### src/rtl/clkdiv_pkg.sv
`timescale 1ns/1ps
// Shared widths, select modes and ratio decoding for the divider bank.
// Assumes every ratio N/D satisfies D <= 2**FR_W-1 and N/D < 2**CNT_W.
package clkdiv_pkg;
    localparam int CNT_W = 6;
    localparam int FR_W  = 5;

    typedef struct packed {
        logic [CNT_W-1:0] q;    // integer part of N/D
        logic [FR_W-1:0]  rem;  // N mod D
        logic [FR_W-1:0]  den;  // D
    } ratio_t;

    typedef enum logic [1:0] {
        MODE_DIV7   = 2'b01,
        MODE_DIV5P6 = 2'b10,
        MODE_DIV10P5 = 2'b11
    } sel_mode_e;

    // Fold the unused code 00 onto the default mode.
    function automatic sel_mode_e canon_mode(input logic [1:0] s);
        case (s)
            2'b01:   return MODE_DIV7;
            2'b10:   return MODE_DIV5P6;
            default: return MODE_DIV10P5;
        endcase
    endfunction

    // Ratio for each select mode: 7/1, 28/5, 21/2.
    function automatic ratio_t mode_ratio(input sel_mode_e m);
        ratio_t r;
        case (m)
            MODE_DIV7:   r = '{q: CNT_W'(7),  rem: FR_W'(0), den: FR_W'(1)};
            MODE_DIV5P6: r = '{q: CNT_W'(5),  rem: FR_W'(3), den: FR_W'(5)};
            default:     r = '{q: CNT_W'(10), rem: FR_W'(1), den: FR_W'(2)};
        endcase
        return r;
    endfunction
endpackage

### src/rtl/tick_source.sv
`timescale 1ns/1ps
// Picks the tick stream that the dividers count, and registers the gated
// reference pass-through. Assumes both tick inputs are synchronous to clk.
module tick_source (
    input  logic clk,
    input  logic rst_n,
    input  logic src_tick,
    input  logic ref_tick,
    input  logic bypass,
    input  logic out_en,
    output logic cnt_tick,
    output logic ref_pass
);
    // Source swap: the reference drives the dividers while bypass is set.
    always_comb begin
        cnt_tick = bypass ? ref_tick : src_tick;
    end

    // Pass-through register, gated by the common enable.
    always_ff @(posedge clk) begin
        if (!rst_n) begin
            ref_pass <= 1'b0;
        end else begin
            ref_pass <= ref_tick & out_en;
        end
    end
endmodule

### src/rtl/frac_div.sv
`timescale 1ns/1ps
// Dual-modulus divider. The ratio q + rem/den is made by mixing periods of
// q and q+1 ticks through a remainder accumulator. New ratio inputs are
// taken only when a period ends. A change of mode code, or a fresh start,
// reloads the accumulator with den-1, which gives the long period first.
// Assumes rem < den, den >= 1, q >= 2.
module frac_div #(
    parameter int CNT_W = 6,
    parameter int FR_W  = 5
) (
    input  logic             clk,
    input  logic             rst_n,
    input  logic             clr,
    input  logic             tick,
    input  logic             out_en,
    input  logic [1:0]       code,
    input  logic [CNT_W-1:0] q,
    input  logic [FR_W-1:0]  rem,
    input  logic [FR_W-1:0]  den,
    output logic             pulse
);
    localparam int SUM_W = FR_W + 1;

    logic [CNT_W-1:0] cnt;
    logic [FR_W-1:0]  r_acc;
    logic [1:0]       cur_code;
    logic             fresh;

    logic             boundary;
    logic [FR_W-1:0]  r_base;
    logic [SUM_W-1:0] r_sum;
    logic             long_per;
    logic [CNT_W-1:0] load_val;
    logic [FR_W-1:0]  r_next;

    // Next-period choice: long when the remainder wraps past den.
    always_comb begin
        boundary = tick && (cnt == '0);
        r_base   = (fresh || (code != cur_code)) ? den - FR_W'(1) : r_acc;
        r_sum    = SUM_W'(r_base) + SUM_W'(rem);
        long_per = (r_sum >= SUM_W'(den));
        load_val = long_per ? q : q - CNT_W'(1);
        r_next   = long_per ? FR_W'(r_sum - SUM_W'(den)) : FR_W'(r_sum);
    end

    // Down-counter, accumulator and gated pulse register.
    always_ff @(posedge clk) begin
        if (!rst_n || clr) begin
            cnt      <= '0;
            r_acc    <= '0;
            cur_code <= 2'b11;
            fresh    <= 1'b1;
            pulse    <= 1'b0;
        end else begin
            pulse <= boundary & out_en;
            if (tick) begin
                if (cnt == '0) begin
                    cnt      <= load_val;
                    r_acc    <= r_next;
                    cur_code <= code;
                    fresh    <= 1'b0;
                end else begin
                    cnt <= cnt - CNT_W'(1);
                end
            end
        end
    end
endmodule

### src/rtl/clkdiv_bank.sv
`timescale 1ns/1ps
// Divider bank: four fixed integer dividers, one selectable divider and one
// 100/19 divider, all counting the same tick and realigned by div_clr.
// Assumes ratio_sel and all ticks are synchronous to clk.
module clkdiv_bank #(
    parameter int DIV_F0   = 28,
    parameter int DIV_F1   = 14,
    parameter int DIV_F2   = 8,
    parameter int DIV_F3   = 2,
    parameter int FRAC_NUM = 100,
    parameter int FRAC_DEN = 19
) (
    input  logic       clk,
    input  logic       rst_n,
    input  logic       src_tick,
    input  logic       ref_tick,
    input  logic       bypass,
    input  logic       div_clr,
    input  logic       out_en,
    input  logic [1:0] ratio_sel,
    output logic [3:0] en_fixed,
    output logic       en_sel,
    output logic       en_frac,
    output logic       en_ref
);
    import clkdiv_pkg::*;

    localparam int NUM_FIX  = 4;
    localparam int FIX_TAB [NUM_FIX] = '{DIV_F0, DIV_F1, DIV_F2, DIV_F3};
    localparam int FRAC_Q   = FRAC_NUM / FRAC_DEN;
    localparam int FRAC_REM = FRAC_NUM % FRAC_DEN;

    logic      cnt_tick;
    sel_mode_e sel_mode;
    ratio_t    sel_ratio;

    // Decode the select pins into a mode and its ratio.
    always_comb begin
        sel_mode  = canon_mode(ratio_sel);
        sel_ratio = mode_ratio(sel_mode);
    end

    tick_source u_src (
        .clk      (clk),
        .rst_n    (rst_n),
        .src_tick (src_tick),
        .ref_tick (ref_tick),
        .bypass   (bypass),
        .out_en   (out_en),
        .cnt_tick (cnt_tick),
        .ref_pass (en_ref)
    );

    for (genvar g = 0; g < NUM_FIX; g++) begin : g_fix
        frac_div #(.CNT_W(CNT_W), .FR_W(FR_W)) u_div (
            .clk    (clk),
            .rst_n  (rst_n),
            .clr    (div_clr),
            .tick   (cnt_tick),
            .out_en (out_en),
            .code   (2'b00),
            .q      (CNT_W'(FIX_TAB[g])),
            .rem    (FR_W'(0)),
            .den    (FR_W'(1)),
            .pulse  (en_fixed[g])
        );
    end

    frac_div #(.CNT_W(CNT_W), .FR_W(FR_W)) u_sel (
        .clk    (clk),
        .rst_n  (rst_n),
        .clr    (div_clr),
        .tick   (cnt_tick),
        .out_en (out_en),
        .code   (sel_mode),
        .q      (sel_ratio.q),
        .rem    (sel_ratio.rem),
        .den    (sel_ratio.den),
        .pulse  (en_sel)
    );

    frac_div #(.CNT_W(CNT_W), .FR_W(FR_W)) u_frac (
        .clk    (clk),
        .rst_n  (rst_n),
        .clr    (div_clr),
        .tick   (cnt_tick),
        .out_en (out_en),
        .code   (2'b00),
        .q      (CNT_W'(FRAC_Q)),
        .rem    (FR_W'(FRAC_REM)),
        .den    (FR_W'(FRAC_DEN)),
        .pulse  (en_frac)
    );
endmodule

### config.mk
export PLATFORM = sky130hd
export DESIGN_NAME = clkdiv_bank
export DESIGN_NICKNAME = d
export VERILOG_FILES = /design/src/rtl/clkdiv_pkg.sv /design/src/rtl/tick_source.sv /design/src/rtl/frac_div.sv /design/src/rtl/clkdiv_bank.sv
export SDC_FILE = /design/constraint.sdc
export NUM_CORES = 1
export LEC_CHECK = 0
export CAP_MARGIN = 20
export CORE_MARGIN = 10
export CORE_UTILIZATION = 30
export CTS_CLUSTER_DIAMETER = 150
export CTS_CLUSTER_SIZE = 40
export DETAILED_ROUTE_END_ITERATION = 7
export DONT_BUFFER_PORTS = 1
export SLEW_MARGIN = 5
export SYNTH_ARGS = -nofsm -noshare
export SYNTH_HDL_FRONTEND = slang
export SYNTH_HIERARCHICAL = 1
export SYNTH_SLANG_ARGS = --single-unit
export TNS_END_PERCENT = 10
### constraint.sdc
create_clock -name clk -period 5 [get_ports clk]
set_input_delay 0.75 -clock clk [delete_from_list [all_inputs] [get_ports clk]]
set_output_delay 0.75 -clock clk [all_outputs]
set_load 0.01 [all_outputs]
==> results of run 1 <==
[power breakdown]
part | internal [mW] | switching [mW] | leakage, nW
Combinational | 0.613 | 0.849 | 3.35
Sequential | 0.798 | 0.0502 | 0.743
Clock | 0.343 | 0.312 | 0.134
[Yosys cell counts, drive strengths merged, types with 13 or more instances]
library cell	count
nand2	93
dfxtp	91
ha	87
inv	86
nor2	72
o21ai	65
a21oi	61
nor3	48
xnor2	48
mux2i	39
nand3	35
xor2	26
and3	25
a31oi	20
mux2	19
a21o	17
buf	14
nand4	13
[final cells by class]
type                       count  area [um2]
inverter                      89         334
multi-input combinational    991        6610
clock buffer                  10         229
tap                          341         427
clock inverter                 6        47.5
sequential                    91        1820
fill                        2791       17300
timing repair buffer           2        15.0
[flip-flops by register name, summed over array words and instances (netlist names)]
signal,cells
g_fix.u_div/cnt,24
g_fix.u_div/cur_code,8
g_fix.u_div/fresh,4
g_fix.u_div/pulse,4
g_fix.u_div/r_acc,20
u_frac/cnt,6
u_frac/cur_code,2
u_frac/fresh,1
u_frac/pulse,1
u_frac/r_acc,5
u_sel/cnt,6
u_sel/cur_code,2
u_sel/fresh,1
u_sel/pulse,1
u_sel/r_acc,5
u_src/ref_pass,1
[layer usage]
| metal | global-route usage | vias up | wire length, um |
|---|---|---|---|
| li1 | - | 3707 | - |
| met1 | 0.135 | 3024 | 8350 |
| met2 | 0.169 | 51 | 7500 |
| met3 | 0.0215 | 7 | 473 |
| met4 | 0.0224 | 0 | 137 |
| met5 | 0 | - | 0 |
[worst paths after layout]
path | start | slack [ns] | cells past startpoint | to
max reg2reg | g_fix[3].u_div/cur_code[0] | 1.05 | 12 | g_fix[3].u_div/r_acc[3]
min | g_fix[0].u_div/fresh | 0.44 | 2 | g_fix[0].u_div/fresh
min reg2reg | g_fix[0].u_div/fresh | 0.44 | 2 | g_fix[0].u_div/fresh
max | ratio_sel[0] | 0.78 | 14 | u_sel/cnt[1]
[metrics by stage]
step	std cells	hold slack [ns]	area (um2)	power, mW
floorplan	1194	0.423	8890	2.12
global route	1530	0.458	9480	3.24
finish	1530	0.444	9480	2.97
CTS	1529	0.447	9470	2.99
detailed placement	1513	0.435	9200	2.31
global placement	1513	0.430	9200	2.29
[cells by family after synthesis]
logic type,share of synthesized area
xor+xnor,0.0796
other cells,0.000922
mux,0.0760
compound gates,0.159
buf+inv,0.0567
simple gates,0.241
fa+ha+maj,0.163
flops,0.224
[worst register-to-register path, stage by stage, from the launching register on]
cell and delay [ns]:
dfxtp_1 0.32, xor2_1 0.16, nor3_1 0.83, nand2_1 0.15
o21ai_0 0.12, ha_1 0.22, xor2_1 0.22, ha_1 0.32
and3_1 0.17, a311oi_1 0.39, and3_1 0.57, mux2i_1 0.24
a21oi_1 0.09
==> impl_metrics.csv, run 1 <==
group,metric,value,unit
cts,ctsRootBufferMaster,"clkbuf_16",
sta,clock_skew,0.00890,ns
power,power.density,313,nW/um2
cells_and_area,final_cell_mix,"conb_1, nand2_1, dfxtp_1",
cts,cts_setup_buffers,0,
setup_path,endpoint_kind,"register",
setup_path,path_cells,"inv_1 > ha_1 > inv_1 > inv_1 > ha_1 > mux2i_1 > fa_1 > fa_1 > a211oi_2 > nor2_1 > and2_1 > nor2_4 > mux2_2 > a211oi_1",
place,hpwl,12.5,mm
floorplan,die_height,185,um
floorplan,start_util,0.304,
min_path,min_path_type,"reg -> reg",
run_status,status,"completed",
cts,cts_tree,"done",
sta,hold_viol,0,
setup_path,cp_top_family,"adder cells",
sta,drv_slew,0,
routing,vias_per_cell,4.44,
setup_path,slowest_stage,"fa_1",
cells_and_area,nNetsFinal,1292,
synth,ys_ff_latch,91,
synth,ys_top_cells_by_area,"dfxtp_1, ha_1, xnor2_1, mux2i_1, nand2_1",
sta,layout_min_cycle_time,4.22,ns
floorplan,die-area,34100,um2
synth,ys_async_sr_fraction,0,
synth,avgSynthCellArea,8.18,um2
cts,cts_hold_buf,0,
cts,htreeDepth,3,
synth,ys.warnings.count,6,
setup_path,critPathKind,"in -> reg",
setup_path,critPathMaxFanout,11,
routing,avgRoutedWirePerCell,10.8,um
routing,routed_wl,16.5,mm
cells_and_area,syn_to_final_growth,16.4,%
place,place.gp.congestion,0.815,
routing,drt-initial-drc-count,282,
setup_path,worstPathRequired,5.27,ns
setup_path,cp-start-kind,"primary input",
cts,numClockSinks,91,
global_routing,grt_pass1_vias,6510,
global_routing,grt_overflow_total,0,
routing,dr_total_vias,6789,
synth,ys_types,67,
cts,cts_resized,0,
cells_and_area,drive_gt1_frac,0.0681,
cells_and_area,antenna_cells,0,
synth,yosysSeqAreaShare,0.224,
sta,max_freq,237,MHz
setup_path,crit_path_frequent_cell,"inv_1",
sta,setup_tns,0,ns
global_routing,grt_first_pass_wirelength,29.8,mm
cells_and_area,postLayoutCoreUtil,0.354,
place,io_buffers,0,
synth,synth_top_area_frac,0.224,
floorplan,die_w,185,um
routing,drt.antenna.violating_nets,0,
floorplan,coreArea,26800,um2
cts,cts_made_buffers,9,
synth,syn_inst,995,
sta,setup_violations,0,
sta,rsz0062_at_grt,"no",
cts,clk_latency,0.35,ns
cts,cts.reportedPaths.clkPinSlew,0.07,ns
synth,syn_area,8140,um2
sta,tightest_slew,1.05,ns
global_routing,grtUsageTotal,0.103,
power,p_leak,4.23,nW
routing,drc,0,
cts,cts_max_path_buffers,2,
floorplan,rows,60,
sta,worst_slack,0.785,ns
synth,ys.flop_type,"dfxtp_1",
power,peakVddDrop,0.000171,V
global_routing,grt_start_max_net_pins,47,
cells_and_area,final_common_cell,"conb_1",
setup_path,critPathMaxStageDelay,0.52,ns
floorplan,io_pins,16,
synth,synth_edf_count,0,
routing,drt_pass1_iterations,4,
setup_path,cp.arrival,4.49,ns
setup_path,path_buf_inv,3,
sta,relSlewSlack,0.296,
place,dp_slack,0.412,ns
sta,min_period_over_period,0.843,
global_routing,antenna_found_initial,1,
job,cap_violations,0,
synth,yosysTopAreaCell,"dfxtp_1",
(Power assumes the default switching activity.)
==> run 2: changes to the inputs <==
Clock period 5 ns to 4.35 ns, I/O delays scaled along.
==> impl_metrics.csv, run 2 (same netlist as run 1, synthesis figures left out) <==
group,metric,value,unit
cells_and_area,top_register,"g_fix.u_div/cnt",
cells_and_area,reg.largest.list,"g_fix.u_div/cnt x24, g_fix.u_div/r_acc x20, g_fix.u_div/cur_code x8",
min_path,hold_depth,1,
cts,ctsRootBufferMaster,"clkbuf_16",
sta,tightest_slew,1.03,ns
setup_path,path_cells,"inv_1 > ha_1 > inv_1 > xor2_1 > nor3_2 > mux2_2 > ha_1 > fa_1 > fa_1 > a211oi_2 > nor2_1 > and2_1 > nor2_4 > mux2_2 > a211oi_1",
floorplan,rows,60,
min_path,min_path_type,"in -> reg",
cells_and_area,nNetsFinal,1298,
min_path,min_from,"out_en",
setup_path,critPathMaxFanout,6,
cells_and_area,drive_gt1_frac,0.0729,
place,io_buffers,0,
cts,cts_made_buffers,9,
cts,cts_hold_buf,0,
power,p_total,3.47,mW
floorplan,start_util,0.304,
floorplan,io_pins,16,
sta,hold_slack,0.443,ns
setup_path,cp_top_family,"adder cells",
sta,drv_slew,0,
power,peakVddDrop,0.000148,V
setup_path,path_buf_inv,2,
global_routing,grt_pass1_vias,6511,
setup_path,slowest_stage,"fa_1",
sta,min_period_over_period,0.890,
setup_path,reg2reg_slack,0.71,ns
floorplan,die_w,185,um
setup_path,cp.arrival,4.15,ns
cts,cts_resized,0,
sta,clock_skew,0.00611,ns
setup_path,cp-start-kind,"primary input",
sta,max_freq,258,MHz
cells_and_area,final_cell_mix,"conb_1, nand2_1, dfxtp_1",
sta,hold_viol,0,
cts,cts_tree,"done",
cts,cts_max_path_buffers,2,
global_routing,antenna_found_initial,0,
setup_path,worstPathRequired,4.62,ns
cells_and_area,final_common_cell,"conb_1",
floorplan,die_height,185,um
cts,cts_setup_buffers,0,
run_status,status,"completed",
cts,clk_latency,0.35,ns
cts,htreeDepth,3,
routing,drt-initial-drc-count,368,
sta,setup_tns,0,ns
global_routing,grt_overflow_total,0,
cells_and_area,largest_register_ffs,24,
sta,layout_min_cycle_time,3.87,ns
floorplan,die-area,34100,um2
cells_and_area,postLayoutCoreUtil,0.356,
place,place.gp.congestion,0.805,
sta,relSlewSlack,0.312,
floorplan,coreArea,26800,um2
setup_path,reg2reg_from,"u_sel/cur_code[0]",
place,hpwl,13.0,mm
global_routing,grt_first_pass_wirelength,29.6,mm
cts,numClockSinks,91,
setup_path,endpoint_kind,"register",
setup_path,reg2regPathDepth,12,
power,power.density,364,nW/um2
sta,rsz0062_at_grt,"no",
cells_and_area,antenna_cells,0,
routing,routed_wl,17.1,mm
global_routing,grtUsageTotal,0.103,
setup_path,reg2reg_to,"u_sel/cnt[1]",
cells_and_area,fillCellCount,2795,
cts,cts.reportedPaths.clkPinSlew,0.07,ns
routing,avgRoutedWirePerCell,11.1,um
min_path,min_to,"u_sel/pulse",
setup_path,critPathMaxStageDelay,0.52,ns
routing,drc,0,
setup_path,critPathKind,"in -> reg",
power,p_leak,4.26,nW
cells_and_area,syn_to_final_growth,17.1,%
routing,drt.antenna.violating_nets,0,
routing,drt_pass1_iterations,4,
routing,vias_per_cell,4.47,
sta,setup_violations,0,
global_routing,grt_start_max_net_pins,47,
routing,dr_total_vias,6855,
job,cap_violations,0,
==> run 2: layout make-up <==
cell class                      instances  area [um2]  share of cell area
Clock inverter                          5        55.1             0.00577
Sequential cell                        91        1820               0.191
Timing Repair Buffer                    8        60.1             0.00630
Tap cell                              341         427              0.0447
Clock buffer                           10         229              0.0240
Multi-Input combinational cell        991        6610               0.693
Inverter                               89         334              0.0350
==> run 2: worst max-delay path by stage <==
| stage | start | to | slack, ns | depth (start not counted) |
|---|---|---|---|---|
| floorplan | ratio_sel[0] | u_sel/cnt[1] | 0.01 | 16 |
| global placement | ratio_sel[0] | u_sel/cnt[1] | 0.17 | 15 |
| detailed placement | ratio_sel[0] | u_sel/r_acc[1] | 0.11 | 16 |
| CTS | ratio_sel[0] | u_sel/r_acc[1] | 0.49 | 16 |
| global route | ratio_sel[0] | u_sel/r_acc[1] | 0.29 | 16 |
| finish | ratio_sel[0] | u_sel/cnt[1] | 0.48 | 15 |
==> run 2: where the power goes <==
group          internal, mW  switching, mW
registers             0.917         0.0576
logic                 0.719          0.991
clock network         0.441          0.344
total                  2.08           1.39
==> run 2: worst reg2reg max path, cell delays in order (launching register included) <==
cell and delay, ns:
dfxtp_1 0.32, xor2_1 0.16, nor3_2 0.20, mux2_2 0.36, ha_1 0.21, fa_1 0.52
fa_1 0.47, a211oi_2 0.23, nor2_1 0.08, and2_1 0.23, nor2_4 0.22, mux2_2 0.36
a211oi_1 0.21
==> run 2: routing by layer <==
metal  vias up  routed length (um)  GRT usage
li1       3713                   -          -
met1      3065                8430      0.130
met2        59                7780      0.172
met3        18                 649     0.0254
met4         0                 184     0.0263
met5         -                   0          0
==> run 2: through the flow <==
| stage | area (um2) | std cells | worst slack (ns) |
|---|---|---|---|
| floorplan | 8900 | 1194 | 0.0148 |
| global placement | 9250 | 1519 | 0.172 |
| detailed placement | 9250 | 1519 | 0.109 |
| CTS | 9530 | 1534 | 0.486 |
| global route | 9540 | 1535 | 0.285 |
| finish | 9540 | 1535 | 0.478 |
